### config.mk
export PLATFORM = sky130hd
export DESIGN_NAME = bmc_codec
export DESIGN_NICKNAME = d
export VERILOG_FILES = /design/src/rtl/bmc_pkg.sv /design/src/rtl/bmc_encoder.sv /design/src/rtl/bmc_line_sync.sv /design/src/rtl/bmc_decoder.sv /design/src/rtl/bmc_codec.sv
export SDC_FILE = /design/constraint.sdc
export NUM_CORES = 1
export LEC_CHECK = 0
export ABC_AREA = 1
export ABC_CLOCK_PERIOD_IN_PS = 4000
export BUFFER_PORTS_ARGS = -buffer_cell sky130_fd_sc_hd__buf_2
export CORE_ASPECT_RATIO = 0.8
export CORE_UTILIZATION = 55
export CTS_CLUSTER_SIZE = 8
export DETAILED_ROUTE_END_ITERATION = 10
export PLACE_DENSITY = 0.84
export SYNTH_ARGS = -nofsm -noshare
export SYNTH_HDL_FRONTEND = slang
export SYNTH_HIERARCHICAL = 1
export SYNTH_SLANG_ARGS = --single-unit
export TNS_END_PERCENT = 100
### constraint.sdc
create_clock -name clk -period 4 [get_ports clk]
set_input_delay 0 -clock clk [delete_from_list [all_inputs] [get_ports clk]]
set_output_delay 0 -clock clk [all_outputs]
set_load 0.01 [all_outputs]
### src/rtl/bmc_pkg.sv
package bmc_pkg;

   typedef enum logic {
      DEC_HUNT  = 1'b0,
      DEC_TRACK = 1'b1
   } dec_mode_t;

endpackage

### src/rtl/bmc_encoder.sv
module bmc_encoder #(
   parameter int CLKS_PER_BIT = 32
) (
   input  logic clk,
   input  logic rst_n,
   input  logic en_i,
   input  logic data_i,
   output logic line_o,
   output logic bclk_o
);
   localparam int HALF = CLKS_PER_BIT / 2;
   localparam int CW   = $clog2(CLKS_PER_BIT);
   localparam logic [CW-1:0] LAST_C  = CW'(CLKS_PER_BIT - 1);
   localparam logic [CW-1:0] PREMID_C = CW'(HALF - 1);
   localparam logic [CW-1:0] HALF_C  = CW'(HALF);

   logic [CW-1:0] phase_q;
   logic          mid_tgl_q;
   logic          div2_q;

   always_ff @(posedge clk or negedge rst_n) begin
      if (!rst_n) begin
         phase_q   <= LAST_C;
         mid_tgl_q <= 1'b0;
         div2_q    <= 1'b0;
      end else if (en_i) begin
         if (phase_q == LAST_C) begin
            phase_q <= '0;
            div2_q  <= ~div2_q;
         end else begin
            phase_q <= phase_q + CW'(1);
         end
         if (phase_q == PREMID_C) begin
            mid_tgl_q <= mid_tgl_q ^ data_i;
         end
      end else begin
         phase_q <= LAST_C;
      end
   end

   assign line_o = mid_tgl_q ^ div2_q;
   assign bclk_o = (phase_q < HALF_C);

endmodule

### src/rtl/bmc_line_sync.sv
module bmc_line_sync #(
   parameter int STAGES = 2
) (
   input  logic clk,
   input  logic rst_n,
   input  logic d_i,
   output logic q_o
);
   generate
      if (STAGES == 1) begin : g_single
         logic s_q;
         always_ff @(posedge clk or negedge rst_n) begin
            if (!rst_n) s_q <= 1'b0;
            else        s_q <= d_i;
         end
         assign q_o = s_q;
      end else begin : g_chain
         logic [STAGES-1:0] s_q;
         always_ff @(posedge clk or negedge rst_n) begin
            if (!rst_n) s_q <= '0;
            else        s_q <= {s_q[STAGES-2:0], d_i};
         end
         assign q_o = s_q[STAGES-1];
      end
   endgenerate

endmodule

### src/rtl/bmc_decoder.sv
module bmc_decoder
   import bmc_pkg::*;
#(
   parameter int CLKS_PER_BIT = 32
) (
   input  logic clk,
   input  logic rst_n,
   input  logic line_i,
   output logic bclk_o,
   output logic data_o,
   output logic valid_o,
   output logic track_o
);
   localparam int EIGHTH = CLKS_PER_BIT / 8;
   localparam int HALF   = CLKS_PER_BIT / 2;
   localparam int SAMPLE = 6 * EIGHTH;
   localparam int LIMIT  = CLKS_PER_BIT + EIGHTH;
   localparam int DW     = $clog2(LIMIT + 1);
   localparam logic [DW-1:0] WIN_LO_C = DW'(CLKS_PER_BIT - EIGHTH);
   localparam logic [DW-1:0] LIMIT_C  = DW'(LIMIT);
   localparam logic [DW-1:0] SAMP_C   = DW'(SAMPLE);
   localparam logic [DW-1:0] HALF_C   = DW'(HALF);

   dec_mode_t     mode_q;
   logic [DW-1:0] cnt_q;
   logic          line_q;
   logic          samp_q;
   logic          have_prev_q;
   logic          data_q;
   logic          valid_q;
   logic          edge_seen;

   assign edge_seen = line_i ^ line_q;

   always_ff @(posedge clk or negedge rst_n) begin
      if (!rst_n) begin
         mode_q      <= DEC_HUNT;
         cnt_q       <= '0;
         line_q      <= 1'b0;
         samp_q      <= 1'b0;
         have_prev_q <= 1'b0;
         data_q      <= 1'b0;
         valid_q     <= 1'b0;
      end else begin
         line_q  <= line_i;
         valid_q <= 1'b0;
         case (mode_q)
            DEC_HUNT: begin
               if (edge_seen) begin
                  mode_q      <= DEC_TRACK;
                  cnt_q       <= '0;
                  have_prev_q <= 1'b0;
               end
            end
            DEC_TRACK: begin
               if (edge_seen && (cnt_q >= WIN_LO_C)) begin
                  cnt_q <= '0;
               end else if (cnt_q == LIMIT_C) begin
                  mode_q      <= DEC_HUNT;
                  cnt_q       <= '0;
                  have_prev_q <= 1'b0;
               end else begin
                  cnt_q <= cnt_q + DW'(1);
               end
               if (cnt_q == SAMP_C) begin
                  samp_q      <= line_i;
                  have_prev_q <= 1'b1;
                  if (have_prev_q) begin
                     data_q  <= ~(samp_q ^ line_i);
                     valid_q <= 1'b1;
                  end
               end
            end
            default: mode_q <= DEC_HUNT;
         endcase
      end
   end

   assign track_o = (mode_q == DEC_TRACK);
   assign bclk_o  = track_o && (cnt_q < HALF_C);
   assign data_o  = data_q;
   assign valid_o = valid_q;

endmodule

### src/rtl/bmc_codec.sv
module bmc_codec #(
   parameter int CLKS_PER_BIT = 32,
   parameter int SYNC_STAGES  = 2
) (
   input  logic clk,
   input  logic rst_n,
   input  logic enc_en,
   input  logic enc_data,
   output logic enc_line,
   output logic enc_bclk,
   input  logic dec_line,
   output logic dec_bclk,
   output logic dec_data,
   output logic dec_valid
);
   if ((CLKS_PER_BIT < 16) || ((CLKS_PER_BIT % 8) != 0)) begin : g_bad_len
      initial $fatal(1, "CLKS_PER_BIT must be a multiple of 8 and at least 16");
   end
   if (SYNC_STAGES < 1) begin : g_bad_sync
      initial $fatal(1, "SYNC_STAGES must be at least 1");
   end

   logic line_s;
   logic dec_track;

   bmc_encoder #(.CLKS_PER_BIT(CLKS_PER_BIT)) u_enc (
      .clk    (clk),
      .rst_n  (rst_n),
      .en_i   (enc_en),
      .data_i (enc_data),
      .line_o (enc_line),
      .bclk_o (enc_bclk)
   );

   bmc_line_sync #(.STAGES(SYNC_STAGES)) u_sync (
      .clk   (clk),
      .rst_n (rst_n),
      .d_i   (dec_line),
      .q_o   (line_s)
   );

   bmc_decoder #(.CLKS_PER_BIT(CLKS_PER_BIT)) u_dec (
      .clk     (clk),
      .rst_n   (rst_n),
      .line_i  (line_s),
      .bclk_o  (dec_bclk),
      .data_o  (dec_data),
      .valid_o (dec_valid),
      .track_o (dec_track)
   );

endmodule

==> qor.csv <==
stage;metric;value;unit
min_path;Worst Hold Class;in -> async;
setup_path;critical path class;reg -> reg;
yosys;#FFs+latches synth;21;
timing;RSZ-0062 raised after global routing;no;
timing;endpoints failing setup;0;
pwr;Pwr Density;671;mW/mm2
timing;Slew Viols, Final;0;
grt;Overflow after GRT;0;
timing;post-layout minimum cycle time;1.48;ns
timing;Achievable Freq;0.674;GHz
setup_path;FF-to-FF path depth;7;
grt;global-route usage over all layers;21.7;%
clock_tree;TritonCTS clock tree;done;
final_layout;share of post-route cells with drive strength above 1;15.8;%
yosys;Synth Warn #;6;
timing;Clock Skew;0.00234;ns
route;Routed Antenna Nets;0;
timing;Final Cycle Share;37.1;%
placed_design;DP HPWL;1400;um
route;First-pass DRT Iterations;4;
setup_path;Worst setup SP type;flop;
clock_tree;Clock Pin Slew Worst Setup and Hold Paths;0.10;ns
setup_path;reg2reg setup slack;2.52;ns
yosys;synth unique cells;19;
timing;final setup TNS;0;ns
route;routed via count;826;
yosys;Synth Instances;123;
setup_path;worst path required time;4.20;ns
route;via/cell ratio;5.13;
grt;vias in the first global route;697;
setup_path;crit end category;flop;
route;DRT iter0 DRCs;20;
clock_tree;post-CTS setup buffer count;0;
die;die height;41.2;um
clock_tree;Worst-Skew Late Latency;0.30;ns
placed_design;Final Wtd Congestion;0.856;
setup_path;RR Endpoint;u_dec/have_prev_q;
placed_design;Buffers on Ports;9;
clock_tree;root buf cell;clkbuf_4;
route;Routed wire per std cell;11.5;um
final_layout;Ant. Diodes;0;
final_layout;Synth-to-Final Area Change;12.5;%
setup_path;Worst Path Arrival;1.68;ns
timing;Worst Tran Pin Value;0.454;ns
die;core footprint;0.00171;mm2
die;die span in x;51.0;um
die;IO Pins;10;
clock_tree;H-tree level count;1;
timing;Worst slew margin;69.7;%
final_layout;# fillers;137;
setup_path;reg2reg start;u_dec/cnt_q[0];
die;starting density of the core;61.8;%
setup_path;worst setup path startpoint;u_dec/cnt_q[0];
pwr;Leakage;0.626;nW
yosys;Synth area leaders;dfrtp_1, nand2_1, dfstp_2;
clock_tree;total CTS buffers;3;
route;DRC;0;
clock_tree;number of gates resized after CTS;0;
timing;Final Hold Viols;0;
clock_tree;maximum root-to-sink buffer count;2;
grt;initial antenna violation count;0;
yosys;post-synth top area share;38.0;%
yosys;leading area contributor after synthesis;dfrtp_1;
setup_path;crit-path max FO;4;
clock_tree;CTS sink count;21;
pwr;peak supply drop;0.399;mV
die;die area;0.00210;mm2
run_status;outcome;finished clean;
final_layout;NumNets Final;150;
pwr;Design Power;0.000795;W
flow_run;number of max-cap violations;0;
yosys;Post-Syn Area;0.00105;mm2
yosys;Net Count, Synth;133;
grt;first-pass GRT wire length;3080;um
timing;hold_ws;0.169;ns
die;FP Rows;13;
yosys;sequential share of the synthesized area;50.4;%
yosys;Avg Inst Size Synth;8.58;um2
setup_path;Critical Path Sink;u_dec/have_prev_q;
route;final WL;1850;um
grt;pin count of the biggest net entering global routing;22;
logic make-up after synthesis:
family,Yosys count,synth area share [%]
simple gates,66,28.7
flops,21,50.4
buf+inv,16,6.05
compound gates,10,4.75
xor+xnor,5,4.15
fa+ha+maj,5,5.93
metal layers:
metal / global-route usage (%) / vias to the layer above / routed length, um
met2: 31.9 / 17 / 791
met5: 0 / - / 0
met3: 8.15 / 2 / 88
met1: 29.0 / 376 / 952
met4: 9.03 / 0 / 12
li1: - / 431 / -
flip-flops by register name (all words and copies together) (netlist names):
name and cells:
u_sync/g_chain.s_q 2, u_dec/valid_o 1, u_dec/data_o 1, u_enc/div2_q 1, u_dec/cnt_q 6, u_dec/samp_q 1
u_dec/track_o 1, u_enc/phase_q 5, u_dec/line_q 1, u_enc/mid_tgl_q 1, u_dec/have_prev_q 1
cell type report:
class | count | area, um2 | area share, %
inverter | 15 | 56.3 | 4.75
clock buffer | 4 | 26.3 | 2.22
tap | 22 | 27.5 | 2.32
multi-input combinational | 86 | 459 | 38.7
timing repair buffer | 13 | 85.1 | 7.17
sequential | 21 | 532 | 44.8
worst min path at each step:
stage	start	to	slack (ns)	cells after the start
detailed placement	rst_n	u_enc/div2_q	-0.02	1
finish	rst_n	u_enc/mid_tgl_q	0.17	2
global route	rst_n	u_dec/cnt_q[0]	0.20	2
floorplan	rst_n	u_dec/cnt_q[0]	-0.30	0
global placement	rst_n	u_enc/div2_q	-0.03	1
CTS	rst_n	u_dec/cnt_q[0]	0.17	2
placed cells by master, fill, tap and decap left out, types with 3 or more instances in the layout:
cell / synthesis / final
ha_1: 5 / 5
dfrtp_1: 16 / 16
dlygate4sd3_1: 0 / 4
nand2_1: 36 / 36
clkbuf_4: 0 / 3
inv_1: 15 / 15
dfstp_2: 5 / 5
o21ai_0: 6 / 6
nand3_1: 12 / 12
nor2_1: 7 / 7
nand4_1: 3 / 3
xor2_1: 3 / 3
buf_2: 0 / 9
worst max-delay path: stages (launching register included):
cell     delay [ns]
dfrtp_1        0.42
inv_1          0.14
ha_1           0.20
nand2_1        0.07
nor3_1         0.32
nand2_1        0.09
nand3_1        0.09
nand2_1        0.05
synth_stat cells:
cell type	n
nand2_2	1
nand4_1	3
nor2_1	7
nand2_1	36
nand3_1	12
dfrtp_1	16
and3_1	1
inv_1	15
ha_1	5
o21ai_1	2
a21oi_1	2
buf_4	1
xor2_1	3
dfstp_2	5
xnor2_1	2
o21ai_0	6
nor3_1	2
nor3_2	2
nand3_2	2
metrics by stage:
stage	instance area, um2	setup slack, ns	utilization [%]	instances
floorplan	1050	2.66	-	123
global placement	1120	2.57	65.6	153
detailed placement	1120	2.53	65.6	153
CTS	1190	2.51	69.5	161
global route	1190	2.37	69.5	161
finish	1190	2.52	69.5	161
power breakdown:
part	switching, W	internal (W)	leakage, nW
Sequential	0.0000811	0.000301	0.248
Combinational	0.000182	0.000134	0.363
Clock	0.0000579	0.0000389	0.0150
Total	0.000321	0.000474	0.626
repair_timing:
action                                  in CTS  in global routing
endpoints found under the setup margin       0                  0
hold endpoints to repair                    28                  0
hold buffers                                 4                  0
No activity file was read; power rests on OpenSTA's default activity.
